==> src/rtl/tc513_pkg.sv <==
package tc513_pkg;
  localparam int NUM_LANES = 8;
  localparam int BLK_W     = 66;
  localparam int PAY_W     = 64;
  localparam int BYTE_W    = 8;
  localparam int IDX_W     = $clog2(NUM_LANES);
  localparam int CNT_W     = IDX_W + 1;
  localparam int REST_W    = PAY_W - BYTE_W;
  localparam int FB_W      = NUM_LANES * BYTE_W;
  localparam int OUT_W     = 1 + NUM_LANES * PAY_W;
  localparam int IN_W      = NUM_LANES * BLK_W;
  localparam logic [1:0] SYNC_DATA = 2'b01;
  localparam logic [1:0] SYNC_CTRL = 2'b10;
endpackage

==> src/rtl/tc513_lane_classify.sv <==
module tc513_lane_classify
  import tc513_pkg::*;
#(
  parameter int LANE = 0
) (
  input  logic [BLK_W-1:0]  blk,
  input  logic              ctl_above,
  output logic              is_ctl,
  output logic              bad_hdr,
  output logic [BYTE_W-1:0] lead_byte
);
  logic [1:0]        hdr;
  logic [BYTE_W-1:0] first;

  assign hdr     = blk[1:0];
  assign first   = blk[2 +: BYTE_W];
  assign is_ctl  = (hdr == SYNC_CTRL);
  assign bad_hdr = (hdr != SYNC_CTRL) && (hdr != SYNC_DATA);

  always_comb begin
    if (is_ctl) begin
      lead_byte        = '0;
      lead_byte[2:0]   = 3'(LANE);
      lead_byte[3]     = ~ctl_above;
      lead_byte[7:4]   = first[7:4];
    end else begin
      lead_byte = first;
    end
  end
endmodule

==> src/rtl/tc513_byte_router.sv <==
module tc513_byte_router
  import tc513_pkg::*;
(
  input  logic [NUM_LANES-1:0] is_ctl,
  input  logic [FB_W-1:0]      bytes_in,
  output logic [FB_W-1:0]      slots_out
);
  logic [CNT_W-1:0] n_ctl;
  logic [CNT_W-1:0] ctl_seen;
  logic [CNT_W-1:0] dat_seen;
  logic [CNT_W-1:0] dest [NUM_LANES];

  always_comb begin
    n_ctl = '0;
    for (int i = 0; i < NUM_LANES; i++) n_ctl = n_ctl + CNT_W'(is_ctl[i]);
    ctl_seen = '0;
    dat_seen = '0;
    for (int i = 0; i < NUM_LANES; i++) begin
      if (is_ctl[i]) begin
        dest[i]  = ctl_seen;
        ctl_seen = ctl_seen + 1'b1;
      end else begin
        dest[i]  = n_ctl + dat_seen;
        dat_seen = dat_seen + 1'b1;
      end
    end
  end

  always_comb begin
    slots_out = '0;
    for (int k = 0; k < NUM_LANES; k++) begin
      for (int i = 0; i < NUM_LANES; i++) begin
        if (dest[i] == CNT_W'(k))
          slots_out[k*BYTE_W +: BYTE_W] = slots_out[k*BYTE_W +: BYTE_W]
                                        | bytes_in[i*BYTE_W +: BYTE_W];
      end
    end
  end
endmodule

==> src/rtl/tc513_transcoder.sv <==
module tc513_transcoder
  import tc513_pkg::*;
(
  input  logic             clk,
  input  logic             rst,
  input  logic             in_valid,
  input  logic [IN_W-1:0]  in_blocks,
  output logic             out_valid,
  output logic [OUT_W-1:0] out_word,
  output logic             out_err
);
  logic [NUM_LANES-1:0] is_ctl;
  logic [NUM_LANES-1:0] bad_hdr;
  logic [NUM_LANES-1:0] ctl_above;
  logic [FB_W-1:0]      lead_bytes;
  logic [FB_W-1:0]      slots;
  logic [OUT_W-1:0]     word_nxt;

  genvar g;
  generate
    for (g = 0; g < NUM_LANES; g++) begin : g_lane
      if (g == NUM_LANES - 1) begin : g_top
        assign ctl_above[g] = 1'b0;
      end else begin : g_mid
        assign ctl_above[g] = |is_ctl[NUM_LANES-1:g+1];
      end

      tc513_lane_classify #(.LANE(g)) u_cls (
        .blk       (in_blocks[g*BLK_W +: BLK_W]),
        .ctl_above (ctl_above[g]),
        .is_ctl    (is_ctl[g]),
        .bad_hdr   (bad_hdr[g]),
        .lead_byte (lead_bytes[g*BYTE_W +: BYTE_W])
      );

      assign word_nxt[1 + FB_W + g*REST_W +: REST_W] =
        in_blocks[g*BLK_W + 2 + BYTE_W +: REST_W];
    end
  endgenerate

  tc513_byte_router u_route (
    .is_ctl    (is_ctl),
    .bytes_in  (lead_bytes),
    .slots_out (slots)
  );

  assign word_nxt[0]        = |is_ctl;
  assign word_nxt[FB_W:1]   = slots;

  always_ff @(posedge clk) begin
    if (rst) begin
      out_valid <= 1'b0;
      out_err   <= 1'b0;
      out_word  <= '0;
    end else begin
      out_valid <= in_valid;
      out_err   <= in_valid & (|bad_hdr);
      if (in_valid) out_word <= word_nxt;
    end
  end
endmodule

==> config.mk <==
export PLATFORM = sky130hd
export DESIGN_NAME = tc513_transcoder
export DESIGN_NICKNAME = d
export VERILOG_FILES = /design/src/rtl/tc513_pkg.sv /design/src/rtl/tc513_lane_classify.sv /design/src/rtl/tc513_byte_router.sv /design/src/rtl/tc513_transcoder.sv
export SDC_FILE = /design/constraint.sdc
export NUM_CORES = 1
export LEC_CHECK = 0
export BUFFER_PORTS_ARGS = -buffer_cell sky130_fd_sc_hd__buf_4
export CAP_MARGIN = 20
export CORE_AREA = 10 10 397 399
export CTS_BUF_LIST = sky130_fd_sc_hd__clkbuf_4 sky130_fd_sc_hd__clkbuf_8
export DETAILED_ROUTE_END_ITERATION = 7
export DIE_AREA = 0 0 407 409
export PLACE_DENSITY = 0.36
export SLEW_MARGIN = 5
export SYNTH_ARGS = -nofsm -noshare
export SYNTH_HDL_FRONTEND = slang
export SYNTH_SLANG_ARGS = --single-unit
export TNS_END_PERCENT = 20
==> constraint.sdc <==
create_clock -name clk -period 10.2 [get_ports clk]
set_input_delay 2.55 -clock clk [delete_from_list [all_inputs] [get_ports clk]]
set_output_delay 2.55 -clock clk [all_outputs]
set_load 0.02 [all_outputs]
==> metrics.log, run 1 <==
[metrics] Root Buffer Master: clkbuf_8
[metrics] Reg power frac: 29.5%
[metrics] max-slew violation count: 0
[metrics] switching component of the power: ~3200 µW
[metrics] Cell Area, Placed: roughly 0.034 mm²
[metrics] count of fill cells added during filler insertion: 16408
[metrics] Power Density: 216.1 mW/mm²
[metrics] Crit path largest cell delay: between 0.5 and 0.6 ns
[metrics] synthesized netlist net count: ~3200
[metrics] post-layout min period: between 8 and 9 ns
[metrics] reg-to-reg critical path endpoint: out_word[60]$_SDFFE_PP0P_
[metrics] clock latency reported for the late side of the worst-skew pair: 0.83 ns
[metrics] leading register cell type out of synthesis: dfxtp_1
[metrics] worst hold path type: reg -> reg
[metrics] RSZ-0062 raised after global routing: false
[metrics] first-pass GRT wire length: about 220000 µm
[metrics] Hold Path Depth: 2
[metrics] final period utilization: 83.60%
[metrics] effective utilization at floorplan: between 10% and 20%
[metrics] library cell contributing the largest single delay on the critical path: mux2_4
[metrics] max-capacitance violation count: 0
[metrics] Distinct cells, synth: between 80 and 90
[metrics] Logic pwr share: between 30% and 40%
[metrics] die area: about 0.17 mm²
[metrics] final setup TNS: 0 ns
[metrics] worst reg2reg setup slack: 9.26 ns
[metrics] total vias in the final route: about 24000
[metrics] setup clock skew after layout: 0 ns
[metrics] critical path class: in -> reg
[metrics] Worst Max-Slew Pin Slew: between 1 and 1.5 ns
[metrics] HP Start: out_word[35]$_SDFFE_PP0P_
[metrics] Die Ht: between 400 and 500 µm
[metrics] clock net sink count: ~520
[metrics] initial DRC count: roughly 2000
[metrics] number of top-level pins: between 1000 and 1500
[metrics] net count reported at finish: between 4000 and 5000
[metrics] clock tree from TritonCTS: yes
[metrics] synth warn: 0
[metrics] CTS Buf Count: about 110
[metrics] clock-pin slew of the registers on the worst-case setup and hold paths: 0.06 ns
[metrics] final design instance area without fill: 0.03648 mm²
[metrics] number of global-route vias before repair: between 20000 and 25000
[metrics] Top cell by count, worst path: ha_1
[metrics] Register-to-Register Path Depth: 2
[metrics] status: completed
[metrics] category of the worst setup path launch point: input pin
[metrics] Worst IR Drop VDD: between 0.0001 and 0.00015 V
[metrics] Worst Setup End Kind: flop
[metrics] area of the multi-input gates: between 0.01 and 0.015 mm²
[metrics] Slew headroom: about 22%
[metrics] number of instances in the synthesized netlist: 2597
[metrics] Worst Setup SP: in_blocks[66]
[metrics] HPWL after DPL: around 130000 µm
[metrics] CTS Hold Buffers Added: 0
[metrics] total detailed-routing wirelength: between 150000 and 200000 µm
[metrics] mapped cell area: ~0.024 mm²
[metrics] Yosys reg bits: 515
[metrics] Tot GR Track Use: a little under a fifth
[metrics] terminating pin of the worst hold path: out_word[35]$_SDFFE_PP0P_
[metrics] part of the Yosys area used for sequential elements: between 40 and 50%
[metrics] post-CTS sizing: 0
[metrics] Avg Inst Size Synth: roughly 9.3 µm²
[metrics] sequential cell area in the final layout: a little over 0.01 mm²
[metrics] PortBufs: 1045
[metrics] per-cell via count in the routed design: roughly 4.3
[metrics] internal power component: approximately 4600 µW
[metrics] Req. time, crit path: 10.91 ns
[metrics] Leak Pwr: 0.01685 µW
[metrics] Core Region: around 0.15 mm²
[metrics] final global-route overflow total: 0
[metrics] first-pass iteration count of the detailed router: 6
[metrics] Die Wd: between 400 and 500 µm
[metrics] worst flop-to-flop path startpoint: out_word[60]$_SDFFE_PP0P_
[metrics] Clk pwr share: ~31%
[metrics] largest net degree at the start of global routing: between 150 and 200
[metrics] Post-synth EDFFs: 0
[metrics] average wire per cell in the routed design: 28.83 µm
[metrics] Max Freq: between 100 and 150 MHz
[metrics] remaining number of nets flagged by the antenna check after routing: 0
[metrics] number of endpoints failing setup at the final stage: 0
[metrics] deepest clock path buffer count: 3
[metrics] DRC Markers: 0
[metrics] routability congestion estimate: 0.8719
[metrics] synthesis-to-finish area growth: 50.77%
[metrics] maximum level of the CTS H-tree: 3
[metrics] switching power share of the total: between 40% and 50%
[metrics] ratio of cells with drive above 1 in the final layout: between 30% and 40%
[metrics] crit-path max FO: 48
[metrics] post-CTS setup buffer count: 0
[metrics] number of endpoints with negative hold slack in the final report: 0
[metrics] Placement Rows: 142
[metrics] number of antenna violations at the first check in global routing: 49
[metrics] Arr. time, crit path: ~9.2 ns
[metrics] Synth async-reset ratio: 0%
sequential cells by signal, summed over array words and instances (netlist names):
signal     count
out_err        1
out_word     513
out_valid      1
worst max-delay path by stage:
stage	endpoint	slack (ns)	cells after the start
after floorplan	out_word[11]$_SDFFE_PP0P_	1.67	24
after global placement	out_word[17]$_SDFFE_PP0P_	0.96	28
after detailed placement	out_word[16]$_SDFFE_PP0P_	0.95	22
after CTS	out_word[17]$_SDFFE_PP0P_	1.86	28
after global routing	out_word[34]$_SDFFE_PP0P_	1.25	28
final	out_word[37]$_SDFFE_PP0P_	1.67	28
cell usage in the layout, fill, tap and decap left out, types with 25 or more instances in the layout:
cell and count:
buf_4 1092, nor2_1 578, dfxtp_1 515, mux2i_1 458, clkbuf_8 128, nand2_1 86, a221o_1 71, a221oi_1 60
a311oi_1 56, o21ai_0 54, nand3_1 52, inv_1 47, o211ai_1 45, ha_1 41, a21oi_1 36, clkbuf_4 34
nor2b_1 25
power groups by stage:
stage	Sequential [µW]	Clock [µW]	Combinational (µW)
after CTS	2330	2570	3080
after global placement	2370	0	3100
after detailed placement	2370	0	3070
after global routing	2340	2630	3300
after floorplan	2520	0	1490
final	2330	2460	3100
per-layer routing:
metal / wire length (µm) / share of wire (%) / track usage, %
met1: 67000 / 41 / 22.54
met2: 76400 / 47 / 30.59
met3: 17270 / 11 / 8.124
met4: 2853 / 1.7 / 3.506
met5: 469 / 0.29 / 0
kinds of logic (layout without fill, tap and decap cells):
| family | count (synthesis) | count (layout) | synth area share, % |
|---|---|---|---|
| compound gates | 431 | 431 | 14.04 |
| xor+xnor | 35 | 35 | 1.660 |
| fa+ha+maj | 51 | 51 | 2.948 |
| buf+inv | 260 | 1331 | 4.551 |
| flops | 515 | 515 | 42.61 |
| mux | 464 | 464 | 19.24 |
| other cells | 0 | 5 | 0 |
| simple gates | 841 | 841 | 14.95 |
critical path, delay by kind of cell:
kind                       cells  cell delay (ns)
adders and majority gates      7             2.11
muxes                          2             0.85
and+or+nand+nor                6             0.87
AOI/OAI and AO/OA              9             2.29
buffers and inverters          4             0.50
cell type report:
| type | count | area share, % |
|---|---|---|
| Antenna cell | 5 | 0.03430 |
| Clock buffer | 162 | 5.529 |
| Multi-Input combinational cell | 1822 | 35.17 |
| Sequential cell | 515 | 28.26 |
| Inverter | 49 | 0.5042 |
| Timing Repair Buffer | 1097 | 22.72 |
| Tap cell | 2016 | 6.915 |
| Clock inverter | 23 | 0.8610 |
per-stage QoR:
stage          setup slack [ns]  util (%)  total power (µW)  hold WS, ns  std cells
2_1_floorplan             1.674         -              4019       0.5508       2597
3_3_place_gp             0.9646     22.84              5467       0.4745       5499
3_5_place_dp             0.9517     22.84              5441       0.4797       5499
4_1_cts                   1.856     24.40              7976       0.4912       5684
5_1_grt                   1.252     24.41              8271       0.5101       5687
6_report                  1.673     24.41              7882       0.4882       5689
cell usage after synthesis, drive strengths merged, types with 45 or more instances:
cell / n / area, µm²
a221o: 71 / 710.7
a221oi: 60 / 525.5
a311oi: 57 / 505.5
buf: 79 / 420.4
clkbuf: 132 / 496.7
dfxtp: 515 / 10310
inv: 49 / 183.9
mux2i: 458 / 4584
nand2: 86 / 322.8
nand3: 52 / 260.3
nor2: 578 / 2170
o211ai: 45 / 337.8
o21ai: 58 / 294.0
Note: power is estimated with default switching activity, not from simulation.
==> run 2: changes to the inputs <==
ABC_AREA = 1   (was default)
clock period = 8 ns   (was 10.2 ns; I/O delays follow)
==> metrics.log, run 2 <==
[metrics] status: completed
[metrics] synth warn: 0 (unchanged)
[metrics] RSZ-0062 raised after global routing: false
[metrics] flip-flop count of the largest register, all copies and words added: 513 (unchanged)
[metrics] final-layout worst hold slack: 0.4967 ns (+0.008510 ns)
[metrics] clock net sink count: 515 (unchanged)
[metrics] Die Wd: 407 µm (unchanged)
[metrics] max-capacitance violation count: 0 (unchanged)
[metrics] most frequent standard cell in the layout excluding fill and tap cells: nor2_1
[metrics] number of global-route vias before repair: 27572 (+15%)
[metrics] Distinct cells, synth: 40 (-52%)
[metrics] Final WS setup: 1.136 ns (-0.5370 ns)
[metrics] setup clock skew after layout: 0 ns (unchanged)
[metrics] Post-synth EDFFs: 0 (unchanged)
[metrics] synthesized netlist net count: 4085 (+28%)
[metrics] average wire per cell in the routed design: 25.30 µm (-12%)
[metrics] first-pass GRT wire length: 225600 µm (+3.7%)
[metrics] Synth async-reset ratio: 0% (unchanged)
[metrics] crit-path max FO: 8 (-83%)
[metrics] Slew headroom: 26.37% (+4.6 points)
[metrics] per-cell via count in the routed design: 4.358 (+1.7%)
[metrics] die area: 0.1665 mm² (unchanged)
[metrics] Yosys top cell area share: 42.56% (-0.051 points)
[metrics] cell taking the most area after synthesis: dfxtp_1
[metrics] register ranked first by flip-flop count: out_word
[metrics] library cell contributing the largest single delay on the critical path: fa_1
[metrics] first-pass iteration count of the detailed router: 6 (unchanged)
[metrics] net count reported at finish: 5038 (+21%)
[metrics] area of the multi-input gates: 0.01248 mm² (-2.7%)
[metrics] final global-route overflow total: 0 (unchanged)
[metrics] number of endpoints with negative hold slack in the final report: 0 (unchanged)
[metrics] Root Buffer Master: clkbuf_8
[metrics] clock latency reported for the late side of the worst-skew pair: 0.83 ns (about the same)
[metrics] category of the worst setup path launch point: input pin
[metrics] Reg power frac: 30.9% (+1.4 points)
[metrics] leading cell type by number of instances after synthesis: nor2_1
[metrics] number of antenna violations at the first check in global routing: 47 (-4.1%)
[metrics] internal power component: 5747 µW (+24%)
[metrics] Core Region: 0.1494 mm² (unchanged)
[metrics] clock tree from TritonCTS: yes
[metrics] Power Density: 261.9 mW/mm² (+21%)
[metrics] PortBufs: 1045 (unchanged)
[metrics] Placement Rows: 142 (unchanged)
[metrics] worst hold path type: reg -> reg
[metrics] Leak Pwr: 0.01681 µW (-0.21%)
[metrics] total vias in the final route: 28579 (+17%)
[metrics] part of the Yosys area used for sequential elements: 42.56% (-0.051 points)
[metrics] deepest clock path buffer count: 3 (unchanged)
[metrics] top cells by instance count after synthesis: 1334 x nor2_1, 599 x o21ai_0, 515 x dfxtp_1
[metrics] final period utilization: around 86%
[metrics] largest registers: out_word: 513 flops, out_err: 1 flops, out_valid: 1 flops
[metrics] Req. time, crit path: 8.72 ns (-2.19 ns)
[metrics] mapped cell area: 0.02422 mm² (+0.12%)
[metrics] Tot GR Track Use: 18.76% (+0.12 points)
[metrics] Worst IR Drop VDD: 0.0001339 V (+12%)
[metrics] CTS Buf Count: 105 (-2.8%)
[metrics] HPWL after DPL: 128000 µm (-3.3%)
[metrics] Avg Inst Size Synth: 6.915 µm² (-26%)
[metrics] max-slew violation count: 0 (unchanged)
[metrics] Worst Setup End Kind: flop
[metrics] Yosys reg bits: 515 (unchanged)
[metrics] pre-CTS setup slack: 0.3716 ns (-0.5801 ns)
[metrics] initial DRC count: 2324 (+13%)
[metrics] effective utilization at floorplan: 16.21% (+0.019 points)
[metrics] routability congestion estimate: 0.8459 (-3.0%)
[metrics] Clk pwr share: 32.5% (+1.3 points)
[metrics] Worst Max-Slew Pin Slew: 1.104 ns (-0.05985 ns)
[metrics] DRC Markers: 0 (unchanged)
[metrics] number of endpoints failing setup at the final stage: 0 (unchanged)
[metrics] synthesis-to-finish area growth: 50.67% (about the same)
[metrics] remaining number of nets flagged by the antenna check after routing: 0 (unchanged)
[metrics] final setup TNS: 0 ns (unchanged)
[metrics] Crit path largest cell delay: 0.46 ns (-0.11 ns)
[metrics] number of instances in the synthesized netlist: 3503 (+35%)
[metrics] post-CTS sizing: 0 (unchanged)
[metrics] switching power share of the total: 39.88% (-1.2 points)
[metrics] largest net degree at the start of global routing: 199 (+8.2%)
[metrics] commonest cells after routing, fill and taps aside: 1332 x nor2_1, 1085 x buf_4, 598 x o21ai_0
[metrics] Top cell by count, worst path: ha_1
[metrics] sequential cell area in the final layout: 0.01031 mm² (unchanged)
[metrics] post-CTS setup buffer count: 0 (unchanged)
[metrics] Arr. time, crit path: 7.58 ns (-1.66 ns)
[metrics] Die Ht: 409 µm (unchanged)
[metrics] post-layout min period: 6.864 ns
[metrics] dominant cells by area after synthesis: dfxtp_1 43%, nor2_1 21%, o21ai_0 12%, nand4_1 7.1%, clkbuf_1 3.3%
[metrics] ratio of cells with drive above 1 in the final layout: 29.70% (-6.6 points)
[metrics] leading register cell type out of synthesis: dfxtp_1
[metrics] Max Freq: between 100 and 150 MHz
[metrics] clock-pin slew of the registers on the worst-case setup and hold paths: 0.06 ns (about the same)
[metrics] CTS Hold Buffers Added: 0 (unchanged)
[metrics] switching component of the power: 3812 µW (+18%)
[metrics] critical path class: in -> reg
[metrics] count of fill cells added during filler insertion: 16857 (+2.7%)
[metrics] number of top-level pins: 1046 (unchanged)
[metrics] maximum level of the CTS H-tree: 3 (unchanged)
[metrics] total detailed-routing wirelength: 165900 µm (+1.2%)
[metrics] Logic pwr share: 36.7% (-2.6 points)
-- run 2: cell count changes in the layout (fill, tap and decap cells not counted), moves of 63 or more --
cell | before | now
o21ai_0 | 54 | 598
nor2_1 | 578 | 1332
inv_1 | 47 | 117
nand4_1 | 5 | 274
mux2i_1 | 458 | 0
a221o_1 | 71 | 0
nand2_1 | 86 | 149
-- run 2: area by class of cell --
class                           count  share of cell area [%]
Multi-Input combinational cell   2610                   34.21
Clock buffer                      170                   5.828
Tap cell                         2016                   6.912
Sequential cell                   515                   28.25
Inverter                          131                   1.389
Clock inverter                     19                  0.6240
Antenna cell                        4                 0.02743
Timing Repair Buffer             1093                   22.76
-- run 2: power by group through the flow --
| stage | Sequential [µW] | Combinational, µW | Clock (µW) |
|---|---|---|---|
| floorplan | 3250 | 1630 | 0 |
| global placement | 3000 | 3470 | 0 |
| detailed placement | 3010 | 3480 | 0 |
| CTS | 2950 | 3490 | 3230 |
| global route | 2980 | 3780 | 3310 |
| finish | 2950 | 3500 | 3100 |
-- run 2: per-stage QoR --
step	cells	total power (µW)	instance area, µm²	util [%]
after CTS	6554	9676	36490	24.42
final	6558	9559	36500	24.42
after detailed placement	6365	6482	34130	22.84
after global routing	6556	10070	36490	24.42
after global placement	6364	6477	34100	22.82
after floorplan	3503	4872	24220	-
-- run 2: critical path, delay by kind of cell --
family / cells / cell delay, ns
AO/OA/AOI/OAI: 4 / 0.75
buffers and inverters: 7 / 0.71
adder cells (fa/ha/maj): 8 / 2.45
AND/OR/NAND/NOR: 10 / 1.66
-- run 2: cell families after synthesis --
group,count (synthesis),share of synthesized area [%]
compound gates,715,15.67
xor+xnor,7,0.2842
fa+ha+maj,51,2.944
buf+inv,378,6.044
flops,515,42.56
simple gates,1837,32.50
-- run 2: worst paths after layout --
check                                           startpoint                    endpoint  slack [ns]  cells past startpoint
worst max-delay path                          in_blocks[0]   out_word[55]$_SDFFE_PP0P_        1.14                     29
worst min-delay path            out_word[271]$_SDFFE_PP0P_  out_word[271]$_SDFFE_PP0P_        0.50                      2
worst max register to register   out_word[36]$_SDFFE_PP0P_   out_word[36]$_SDFFE_PP0P_        7.21                      2
worst min register to register  out_word[271]$_SDFFE_PP0P_  out_word[271]$_SDFFE_PP0P_        0.50                      2
-- run 2: routing by layer --
layer / share of wire, % / track usage (%) / up-vias
met1: 40 / 22.22 / 13588
met2: 49 / 32.17 / 1085
met5: 0.25 / 0 / -
met3: 9.0 / 6.859 / 239
met4: 1.9 / 3.916 / 66
li1: - / - / 13601
==> run 3: changes to the inputs <==
clock period = 7.6 ns   (was 8 ns; I/O delays follow)
==> metrics.log, run 3 (synthesized netlist as in run 2, its figures left out) <==
[metrics] Worst path depth: 28 (-3.4%)
[metrics] number of top-level pins: 1046 (unchanged)
[metrics] category of the worst setup path launch point: input pin
[metrics] post-CTS sizing: 0 (unchanged)
[metrics] total detailed-routing wirelength: 164200 µm (-1.0%)
[metrics] final setup TNS: 0 ns (unchanged)
[metrics] CTS Buf Count: 104 (-0.95%)
[metrics] number of endpoints with negative hold slack in the final report: 0 (unchanged)
[metrics] Req. time, crit path: 8.26 ns (-0.46 ns)
[metrics] worst hold path type: reg -> reg
[metrics] initial DRC count: 2330 (+0.26%)
[metrics] Slew headroom: 26.17% (-0.20 points)
[metrics] clock-pin slew of the registers on the worst-case setup and hold paths: 0.06 ns (about the same)
[metrics] CTS Hold Buffers Added: 0 (unchanged)
[metrics] HP Start: out_word[438]$_SDFFE_PP0P_
[metrics] Core Region: 0.1494 mm² (unchanged)
[metrics] Worst IR Drop VDD: 0.0001161 V (-13%)
[metrics] Register-to-Register Path Depth: 2 (unchanged)
[metrics] Tot GR Track Use: 18.65% (-0.11 points)
[metrics] metal3 WL: 15400 µm (+3.5%)
[metrics] worst reg2reg setup slack: 6.82 ns (-0.39 ns)
[metrics] clock net sink count: 515 (unchanged)
[metrics] final global-route overflow total: 0 (unchanged)
[metrics] Worst Max-Slew Pin Slew: 1.107 ns (+0.002975 ns)
[metrics] max-capacitance violation count: 0 (unchanged)
[metrics] RSZ-0062 raised after global routing: false
[metrics] total vias in the final route: 28409 (-0.59%)
[metrics] register ranked first by flip-flop count: out_word
[metrics] count of fill cells added during filler insertion: 16934 (+0.46%)
[metrics] setup clock skew after layout: 0 ns (unchanged)
[metrics] synthesis-to-finish area growth: 50.03%
[metrics] largest registers: out_word: 513 flops, out_err: 1 flops, out_valid: 1 flops
[metrics] Top cell by count, worst path: inv_1
[metrics] Arr. time, crit path: 7.22 ns (-0.36 ns)
[metrics] Worst Setup SP: in_blocks[66]
[metrics] flip-flop count of the largest register, all copies and words added: 513 (unchanged)
[metrics] Die Wd: 407 µm (unchanged)
[metrics] first-pass iteration count of the detailed router: 8 (+2)
[metrics] CP bufs+invs: 9 (+2)
[metrics] net count reported at finish: 5053 (+0.30%)
[metrics] uppermost layer routed: met5
[metrics] final period utilization: between 80 and 90%
[metrics] Worst Setup End Kind: flop
[metrics] largest net degree at the start of global routing: 196 (-1.5%)
[metrics] worst flop-to-flop path startpoint: out_word[1]$_SDFFE_PP0P_
[metrics] critical path class: in -> reg
[metrics] status: completed
[metrics] post-CTS setup buffer count: 0 (unchanged)
[metrics] average wire per cell in the routed design: 25.02 µm (-1.1%)
[metrics] largest delay contributor family on the critical path: adder cells
[metrics] reg-to-reg critical path endpoint: out_word[1]$_SDFFE_PP0P_
[metrics] Placement Rows: 142 (unchanged)
[metrics] remaining number of nets flagged by the antenna check after routing: 0 (unchanged)
[metrics] number of antenna violations at the first check in global routing: 50 (+6.4%)
[metrics] number of endpoints failing setup at the final stage: 0 (unchanged)
[metrics] PortBufs: 1045 (unchanged)
[metrics] Power Density: 268.8 mW/mm² (+2.6%)
[metrics] HPWL after DPL: 127900 µm (about the same)
[metrics] Leak Pwr: 0.01673 µW (-0.47%)
[metrics] clock tree from TritonCTS: yes
[metrics] routability congestion estimate: 0.8424 (-0.41%)
[metrics] detailed-routed wire length on met2: 79350 µm (-1.6%)
[metrics] Die Ht: 409 µm (unchanged)
[metrics] post-layout min period: between 6 and 7 ns
[metrics] Cell Area, Placed: 0.03422 mm² (+0.26%)
[metrics] Post-Route M1 WL: 65320 µm (-2.2%)
[metrics] most frequent standard cell in the layout excluding fill and tap cells: nor2_1
[metrics] crit-path max FO: 24 (+16)
[metrics] DRC Markers: 0 (unchanged)
[metrics] clock latency reported for the late side of the worst-skew pair: 0.80 ns (-0.03 ns)
[metrics] commonest cells after routing, fill and taps aside: 1332 x nor2_1, 1103 x buf_4, 598 x o21ai_0
[metrics] Crit path largest cell delay: 0.49 ns (+0.03 ns)
[metrics] Root Buffer Master: clkbuf_8
[metrics] per-cell via count in the routed design: 4.328 (-0.69%)
[metrics] final design instance area without fill: 0.03634 mm² (-0.42%)
[metrics] # placed instances: 6381 (+0.25%)
[metrics] ratio of cells with drive above 1 in the final layout: 29.75% (+0.046 points)
[metrics] final std cells w/o fill: 6564 (+0.091%)
[metrics] deepest clock path buffer count: 3 (unchanged)
[metrics] die area: 0.1665 mm² (unchanged)
[metrics] effective utilization at floorplan: 16.21% (unchanged)
[metrics] maximum level of the CTS H-tree: 3 (unchanged)
[metrics] library cell contributing the largest single delay on the critical path: fa_1
[metrics] terminating pin of the worst hold path: out_word[438]$_SDFFE_PP0P_
[metrics] Power, Total: 9768 µW (+2.2%)
[metrics] Max Freq: approximately 150 MHz
[metrics] number of global-route vias before repair: 27802 (+0.83%)
[metrics] first-pass GRT wire length: 224200 µm (-0.61%)
[metrics] max-slew violation count: 0 (unchanged)
[metrics] Hold Path Depth: 2 (unchanged)
[run 3: cell count changes in the layout (fill, tap and decap cells not counted), sizes merged]
cell | previous run | this run
diode | 4 | 7
buf | 1093 | 1109
clkinv | 13 | 9
bufinv | 3 | 0
clkbuf | 170 | 161
clkinvlp | 1 | 4
[run 3: how the worst max path moves through the flow]
stage                                 to  slack (ns)
5_1_grt        out_word[42]$_SDFFE_PP0P_        0.72
2_1_floorplan  out_word[36]$_SDFFE_PP0P_        0.74
3_5_place_dp   out_word[42]$_SDFFE_PP0P_        0.34
3_3_place_gp   out_word[42]$_SDFFE_PP0P_        0.31
4_1_cts        out_word[42]$_SDFFE_PP0P_        1.23
6_report       out_word[35]$_SDFFE_PP0P_        1.04
[run 3: where the power goes]
| part | internal (µW) | switching, µW |
|---|---|---|
| Combinational | 1230 | 2430 |
| Sequential | 2950 | 150 |
| Clock | 1640 | 1370 |
[run 3: final cells by class]
cell class / count / area [µm²] / share of cell area (%)
Inverter: 131 / 506.7 / 1.394
Tap cell: 2016 / 2522 / 6.941
Clock inverter: 15 / 140.1 / 0.3856
Timing Repair Buffer: 1109 / 8396 / 23.10
Clock buffer: 161 / 1966 / 5.409
Multi-Input combinational cell: 2610 / 12480 / 34.35
Sequential cell: 515 / 10310 / 28.37
Antenna cell: 7 / 17.52 / 0.04820
[run 3: per-stage QoR]
step	worst slack (ns)	hold slack [ns]	utilization, %
global placement	0.3117	0.4774	22.90
detailed placement	0.3381	0.4830	22.90
finish	1.036	0.4957	24.32
global route	0.7159	0.5173	24.32
floorplan	0.7416	0.5915	-
CTS	1.230	0.4998	24.31
[run 3: layer usage]
layer,vias up,global-route usage (%)
met5,-,0
li1,13627,-
met1,13425,21.91
met3,231,7.163
met2,1056,31.56
met4,70,4.704
[run 3: tightest hold or removal path: stages (launching register included)]
cell	delay (ns)
dfxtp_1	0.32
o21ai_0	0.07
nor2_1	0.07
